**src/rtl/spd_pkg.sv**
```systemverilog
package spd_pkg;

  typedef enum logic [3:0] {
    S_IDLE, S_DEV, S_ACKDEV, S_WADDR, S_ACKWA,
    S_WDATA, S_ACKWR, S_RDATA, S_MACK
  } bus_st_e;

  // pattern byte for a given address
  function automatic logic [7:0] base_byte(int idx, int mul, int add);
    logic [31:0] t;
    t = idx * mul + add;
    return t[7:0];
  endfunction

  // low 8 bits of the sum of pattern bytes below pos, plus a skew
  function automatic logic [7:0] csum_byte(int mul, int add, int pos, int skew);
    logic [7:0]  s;
    logic [31:0] k;
    s = '0;
    for (int j = 0; j < pos; j++) s = s + base_byte(j, mul, add);
    k = skew;
    return s + k[7:0];
  endfunction

endpackage

```
**src/rtl/spd_bus_edge.sv**
```systemverilog
module spd_bus_edge (
  input  logic clk,
  input  logic rst,
  input  logic scl_i,
  input  logic sda_i,
  output logic scl_s,
  output logic sda_s,
  output logic scl_rise,
  output logic scl_fall,
  output logic start_det,
  output logic stop_det
);
  logic scl_m, sda_m, scl_d, sda_d;

  always_ff @(posedge clk) begin
    if (rst) begin
      scl_m <= 1'b1; scl_s <= 1'b1; scl_d <= 1'b1;
      sda_m <= 1'b1; sda_s <= 1'b1; sda_d <= 1'b1;
    end else begin
      scl_m <= scl_i; scl_s <= scl_m; scl_d <= scl_s;
      sda_m <= sda_i; sda_s <= sda_m; sda_d <= sda_s;
    end
  end

  assign scl_rise  = scl_s & ~scl_d;
  assign scl_fall  = ~scl_s & scl_d;
  assign start_det = scl_s & scl_d & sda_d & ~sda_s;
  assign stop_det  = scl_s & scl_d & ~sda_d & sda_s;
endmodule

```
**src/rtl/spd_mem.sv**
```systemverilog
module spd_mem #(
  parameter int AW        = 8,
  parameter int CSUM_POS  = 63,
  parameter int INIT_MUL  = 37,
  parameter int INIT_ADD  = 11,
  parameter int CSUM_SKEW = 0
) (
  input  logic          clk,
  input  logic          rst,
  input  logic          a_we,
  input  logic [AW-1:0] a_waddr,
  input  logic [7:0]    a_wdata,
  input  logic [AW-1:0] a_raddr,
  output logic [7:0]    a_rdata,
  input  logic [AW-1:0] b_raddr,
  output logic [7:0]    b_rdata
);
  localparam int         DEPTH    = 1 << AW;
  localparam logic [7:0] CSUM_VAL = spd_pkg::csum_byte(INIT_MUL, INIT_ADD, CSUM_POS, CSUM_SKEW);

  logic [7:0] ram [DEPTH];

  always_ff @(posedge clk) begin
    if (rst) begin
      for (int i = 0; i < DEPTH; i++)
        ram[i] <= (i == CSUM_POS) ? CSUM_VAL : spd_pkg::base_byte(i, INIT_MUL, INIT_ADD);
    end else if (a_we) begin
      ram[a_waddr] <= a_wdata;
    end
  end

  always_ff @(posedge clk) begin
    a_rdata <= ram[a_raddr];
    b_rdata <= ram[b_raddr];
  end
endmodule

```
**src/rtl/spd_csum.sv**
```systemverilog
module spd_csum #(
  parameter int AW       = 8,
  parameter int CSUM_POS = 63
) (
  input  logic          clk,
  input  logic          rst,
  output logic [AW-1:0] rd_addr,
  input  logic [7:0]    rd_data,
  output logic          done,
  output logic          bad
);
  localparam logic [AW-1:0] CPOS = AW'(CSUM_POS);

  logic [AW-1:0] idx, idx_d;
  logic          scan, scan_d;
  logic [7:0]    acc;

  always_ff @(posedge clk) begin
    if (rst) begin
      idx <= '0; idx_d <= '0; scan <= 1'b1; scan_d <= 1'b0;
      acc <= '0; done <= 1'b0; bad <= 1'b0;
    end else begin
      scan_d <= scan;
      idx_d  <= idx;
      if (scan) begin
        if (idx == CPOS) scan <= 1'b0;
        else             idx  <= idx + 1'b1;
      end
      if (scan_d) begin
        if (idx_d == CPOS) begin
          done <= 1'b1;
          bad  <= (acc != rd_data);
        end else begin
          acc <= acc + rd_data;
        end
      end
    end
  end

  assign rd_addr = idx;
endmodule

```
**src/rtl/spd_eeprom_slave.sv**
```systemverilog
module spd_eeprom_slave #(
  parameter int         AW        = 8,
  parameter int         WR_CYCLES = 750000,
  parameter int         CSUM_POS  = 63,
  parameter int         INIT_MUL  = 37,
  parameter int         INIT_ADD  = 11,
  parameter int         CSUM_SKEW = 0,
  parameter logic [3:0] DEV_CLASS = 4'b1010
) (
  input  logic       clk,
  input  logic       rst,
  input  logic       scl_i,
  input  logic       sda_i,
  output logic       sda_oe,
  input  logic [2:0] addr_sel,
  input  logic       wp_i,
  output logic       csum_done,
  output logic       csum_bad
);
  import spd_pkg::*;

  localparam int CW = $clog2(WR_CYCLES + 1);

  logic scl_s, sda_s, scl_rise, scl_fall, start_det, stop_det;
  bus_st_e       st;
  logic [3:0]    bitcnt;
  logic [7:0]    shreg, rd_q, scan_q;
  logic [AW-1:0] ptr, wr_addr, scan_addr;
  logic [7:0]    wr_data;
  logic          rw, more, pend, wr_en, busy, load_now;
  logic [CW-1:0] busy_cnt;

  spd_bus_edge u_edge (
    .clk(clk), .rst(rst), .scl_i(scl_i), .sda_i(sda_i),
    .scl_s(scl_s), .sda_s(sda_s), .scl_rise(scl_rise), .scl_fall(scl_fall),
    .start_det(start_det), .stop_det(stop_det)
  );

  spd_mem #(.AW(AW), .CSUM_POS(CSUM_POS), .INIT_MUL(INIT_MUL),
            .INIT_ADD(INIT_ADD), .CSUM_SKEW(CSUM_SKEW)) u_mem (
    .clk(clk), .rst(rst), .a_we(wr_en), .a_waddr(wr_addr), .a_wdata(wr_data),
    .a_raddr(ptr), .a_rdata(rd_q), .b_raddr(scan_addr), .b_rdata(scan_q)
  );

  spd_csum #(.AW(AW), .CSUM_POS(CSUM_POS)) u_csum (
    .clk(clk), .rst(rst), .rd_addr(scan_addr), .rd_data(scan_q),
    .done(csum_done), .bad(csum_bad)
  );

  assign busy     = (busy_cnt != '0);
  assign load_now = (st == S_ACKDEV && rw) || (st == S_MACK && more);

  always_ff @(posedge clk) begin
    if (rst) begin
      st <= S_IDLE; bitcnt <= '0; shreg <= '0; ptr <= '0; rw <= 1'b0;
      more <= 1'b0; pend <= 1'b0; sda_oe <= 1'b0; wr_en <= 1'b0;
      wr_addr <= '0; wr_data <= '0; busy_cnt <= '0;
    end else begin
      wr_en <= 1'b0;
      if (busy) busy_cnt <= busy_cnt - CW'(1);
      if (stop_det) begin
        st <= S_IDLE;
        sda_oe <= 1'b0;
        if (pend) begin
          busy_cnt <= CW'(WR_CYCLES);
          pend <= 1'b0;
        end
      end else if (start_det) begin
        st <= S_DEV;
        bitcnt <= '0;
        sda_oe <= 1'b0;
      end else if (scl_rise) begin
        case (st)
          S_DEV, S_WADDR, S_WDATA: begin
            shreg  <= {shreg[6:0], sda_s};
            bitcnt <= bitcnt + 4'd1;
          end
          S_MACK:  more <= ~sda_s;
          default: ;
        endcase
      end else if (scl_fall) begin
        if (load_now) begin
          shreg  <= rd_q;
          sda_oe <= ~rd_q[7];
          bitcnt <= 4'd1;
          ptr    <= ptr + 1'b1;
          st     <= S_RDATA;
        end else begin
          case (st)
            S_DEV: if (bitcnt == 4'd8) begin
              if (shreg[7:1] == {DEV_CLASS, addr_sel} && !busy) begin
                sda_oe <= 1'b1;
                rw     <= shreg[0];
                st     <= S_ACKDEV;
              end else begin
                st <= S_IDLE;
              end
            end
            S_ACKDEV: begin
              sda_oe <= 1'b0;
              bitcnt <= '0;
              st     <= S_WADDR;
            end
            S_WADDR: if (bitcnt == 4'd8) begin
              ptr    <= shreg[AW-1:0];
              sda_oe <= 1'b1;
              st     <= S_ACKWA;
            end
            S_WDATA: if (bitcnt == 4'd8) begin
              if (ptr[AW-1] && !wp_i) begin
                wr_en   <= 1'b1;
                wr_addr <= ptr;
                wr_data <= shreg;
                pend    <= 1'b1;
              end
              ptr    <= ptr + 1'b1;
              sda_oe <= 1'b1;
              st     <= S_ACKWR;
            end
            S_ACKWA, S_ACKWR: begin
              sda_oe <= 1'b0;
              bitcnt <= '0;
              st     <= S_WDATA;
            end
            S_RDATA: if (bitcnt == 4'd8) begin
              sda_oe <= 1'b0;
              st     <= S_MACK;
            end else begin
              sda_oe <= ~shreg[6];
              shreg  <= {shreg[6:0], 1'b0};
              bitcnt <= bitcnt + 4'd1;
            end
            S_MACK: begin
              sda_oe <= 1'b0;
              st     <= S_IDLE;
            end
            default: ;
          endcase
        end
      end
    end
  end
endmodule

```
**config.mk**
```make
export PLATFORM = sky130hd
export DESIGN_NAME = spd_eeprom_slave
export DESIGN_NICKNAME = d
export VERILOG_FILES = /design/src/rtl/spd_pkg.sv /design/src/rtl/spd_bus_edge.sv /design/src/rtl/spd_mem.sv /design/src/rtl/spd_csum.sv /design/src/rtl/spd_eeprom_slave.sv
export SDC_FILE = /design/constraint.sdc
export NUM_CORES = 2
export LEC_CHECK = 0
export ABC_AREA = 0
export BUFFER_PORTS_ARGS = -buffer_cell sky130_fd_sc_hd__buf_2
export CORE_MARGIN = 2
export CORE_UTILIZATION = 65
export CTS_CLUSTER_SIZE = 30
export DETAILED_ROUTE_END_ITERATION = 8
export MAX_ROUTING_LAYER = met4
export PLACE_DENSITY_LB_ADDON = 0.1
export SETUP_SLACK_MARGIN = 0.15
export SYNTH_ARGS = -nofsm -noshare
export SYNTH_HDL_FRONTEND = slang
export SYNTH_SLANG_ARGS = --single-unit
```
**constraint.sdc**
```tcl
create_clock -name clk -period 5.34 [get_ports clk]
set_clock_uncertainty 0.15 [all_clocks]
set_input_delay 1.068 -clock clk [delete_from_list [all_inputs] [get_ports clk]]
set_output_delay 1.068 -clock clk [all_outputs]
set_load 0.005 [all_outputs]
```
==> run metrics <==
max reg flops=around 2000; synthesized area per cell=13.7 sq um; CORE AREA=176000 sq um; reg2reg setup slack=0.24 ns; Slew HR=-0.0669; worst slew pin tran=1.59 ns; worst-path fanout max=slightly below 50; vias in the first global route=80700; crit path DAT=slightly below 6 ns; Psw=between 9000 and 10000 uW; max-cap violations=1; total congestion overflow=0; Antenna Nets Post-Route=0; unrepaired setup endpoints after global routing=no; nets@finish=8093; Hold Path Stages=2; VDD IR max=around 380 uV; type of origin of the critical path=register; H-tree depth=4; CTS Buf Count=~220; Synth warnings=0; Layout area overhead=8.78%; clock power share=0.410; Leak=between 0.03 and 0.04 uW; Worst Slack Setup Final=0.241 ns; Top reg by flops=u_mem.ram; Vias=84700; Post-Route WL=around 430000 um; Sw Share=0.245; hpwl dp=279000 um; pre-CTS setup slack=between 0.2 and 0.3 ns; share of layout cells above drive strength 1=0.241; setup TNS=0 ns; Crit path required time=roughly 6.0 ns; Pre-Repair DR Iteration Count=9; iteration-0 DRC count of the detailed router=16500; post-route DRC violation count=0; Final GP Congestion=between 1 and 1.5; row count=between 150 and 200; Pint=30700 uW; share of flip-flops with an asynchronous set or reset=0; Die W=about 430 um; starting density of the core=0.654; fin crit share=0.955; Clock Latency Late Sink=a little over 0.9 ns; Reg power frac=0.494; sequential-to-total area share from yosys stat=0.553; CTS sink cnt=roughly 2200; I/O pins=11; CTS tree=done; Final Slew Violations=2; Mapped Cells=roughly 8400; postcts setup bufs=0; status=finished, violations left; biggest regs=u_mem.ram x2048, busy_cnt x20; Pwr Density=324 nW/um^2; Syn Nets=about 8500; CP Capture Type=register; Fmax achieved=196 MHz; most common flop cell mapped by yosys=edfxtp_1; post-synthesis register bit count=2163; WS Path Type=register to register; first-pass GRT wire length=around 600000 um; clock buffer depth=3; Post-synth EDFFs=between 2000 and 2500; failing checks=capacitance limit, slew limit; Synth cell types=between 80 and 90; wire length per cell=roughly 40 um; largest net degree at the start of global routing=~210; die height=approximately 430 um; mapped cell area=~120000 sq um; initial antenna violation count=35; worst reg2reg path depth=8; final setup fails=0; CTS Root Cell=clkbuf_16; Final Hold Vio Count=0; port buffer count=10; final critical-path required period=between 5 and 6 ns; Worst-path clk slew=around 0.07 ns; hold crit path type=input port to register; vias per cell=7.96; combinational share of power=0.096; die footprint=181000 sq um; Tot GR Track Use=0.493
==> kinds of logic (layout without fill, tap and decap cells) <==
logic type	after synthesis	after routing	share of synthesized area
and+or+nand+nor	3163	3163	0.134
adders and majority gates	17	17	0.00191
muxes	1423	1423	0.231
buffers and inverters	975	799	0.0393
AOI/OAI and AO/OA	667	667	0.0389
DFF	2163	2163	0.553
xor gates and xnor gates	31	31	0.00235
other	0	47	0
==> layer usage <==
metal,track usage,part of all wire,up-vias
met3,0.182,0.17,1857
met1,0.623,0.32,42300
met5,-,0,-
met2,0.681,0.43,8393
li1,-,-,32200
met4,0.302,0.078,0
==> cell usage after synthesis (all sizes together) (6+ instances only) <==
library cell,n,share of area
a2111oi,16,0.0013
a211o,6,0.00046
a211oi,62,0.0040
a21oi,173,0.0075
a221o,6,0.00052
a221oi,44,0.0033
a22oi,32,0.0021
a311oi,8,0.00061
a31oi,15,0.00081
and2,216,0.012
and3,52,0.0028
buf,293,0.017
clkbuf,646,0.021
dfxtp,115,0.020
edfxtp,2048,0.53
ha,16,0.0017
inv,33,0.0011
mux2,40,0.0039
mux2i,400,0.035
mux4,983,0.19
nand2,774,0.025
nand2b,87,0.0047
nand3,289,0.013
nand3b,10,0.00068
nand4,12,0.00065
nor2,509,0.017
nor2b,47,0.0025
nor3,667,0.029
nor3b,6,0.00039
nor4,11,0.00060
o211ai,23,0.0015
o21ai,91,0.0039
o21bai,11,0.00072
o221ai,41,0.0031
o22ai,72,0.0039
o31ai,11,0.00072
o32ai,9,0.00068
or2,199,0.011
or3,271,0.015
xnor2,18,0.0014
xor2,13,0.00099
==> worst paths after layout <==
kind	from	endpoint
max	u_csum.rd_addr[0]$_SDFFE_PP0P_	u_mem.b_rdata[3]$_DFF_P_
min	sda_i	u_edge.sda_m$_SDFF_PP1_
max reg2reg	u_csum.rd_addr[0]$_SDFFE_PP0P_	u_mem.b_rdata[3]$_DFF_P_
min reg2reg	u_edge.sda_m$_SDFF_PP1_	u_edge.sda_s$_SDFF_PP1_
==> power groups by stage <==
stage / sequential, uW / clock, uW / combinational [uW]
after floorplan: 20000 / 0 / 2660
after global placement: 20300 / 0 / 3710
after detailed placement: 20400 / 0 / 3770
after CTS: 20000 / 16600 / 3790
after global routing: 20100 / 17200 / 4010
final: 20100 / 16700 / 3910
==> cell type report <==
class / instances / area, sq um
diodes: 47 / 118
multi-input cells: 5301 / 47300
inverters: 36 / 185
clock inverters: 159 / 1960
clock buffers: 260 / 5750
well taps: 2340 / 2930
fillers: 11700 / 50800
flip-flops and latches: 2163 / 63800
repair buffers: 344 / 3410
==> placed cells by master (no fill, tap or decap), types with 44 or more instances in the layout <==
master | Yosys | final
nand2_1 | 774 | 766
clkinv_2 | 0 | 44
o21ai_0 | 89 | 88
buf_4 | 53 | 266
buf_12 | 3 | 66
a211oi_1 | 62 | 62
and2_1 | 216 | 216
or2_2 | 198 | 198
a21oi_1 | 173 | 173
nor2_1 | 509 | 493
mux4_2 | 976 | 976
a221oi_1 | 44 | 44
and3_1 | 52 | 52
nor3_1 | 667 | 661
nand2b_1 | 87 | 87
dfxtp_1 | 115 | 100
or3_1 | 271 | 268
diode_2 | 0 | 47
nand3_1 | 288 | 277
mux2i_1 | 400 | 400
clkbuf_16 | 0 | 222
o22ai_1 | 72 | 72
edfxtp_1 | 2048 | 2048
==> stage by stage <==
| stage | power [uW] | cell area (sq um) | std cells | hold WS [ns] | utilization |
|---|---|---|---|---|---|
| floorplan | 22700 | 115000 | 8439 | 0.239 | - |
| global placement | 24000 | 118000 | 10200 | 0.249 | 0.667 |
| detailed placement | 24100 | 118000 | 10200 | 0.256 | 0.667 |
| CTS | 40400 | 125000 | 10600 | 0.192 | 0.711 |
| global route | 41300 | 125000 | 10600 | 0.209 | 0.712 |
| finish | 40600 | 126000 | 10700 | 0.212 | 0.712 |
==> timing repair <==
item | CTS | global route
hold buffers | 0 | 0
gates resized for setup | 0 | 1
setup endpoints to repair | 0 | 1
==> critical path: stages, from the launching register on <==
cell       delay, ns
dfxtp_4         0.83
buf_12          0.39
buf_12          0.43
mux4_2          0.56
mux2i_1         0.25
o22ai_1         0.16
a2111oi_1       1.00
o21ai_0         0.74
a31o_2          0.45
(Power assumes the default switching activity.)
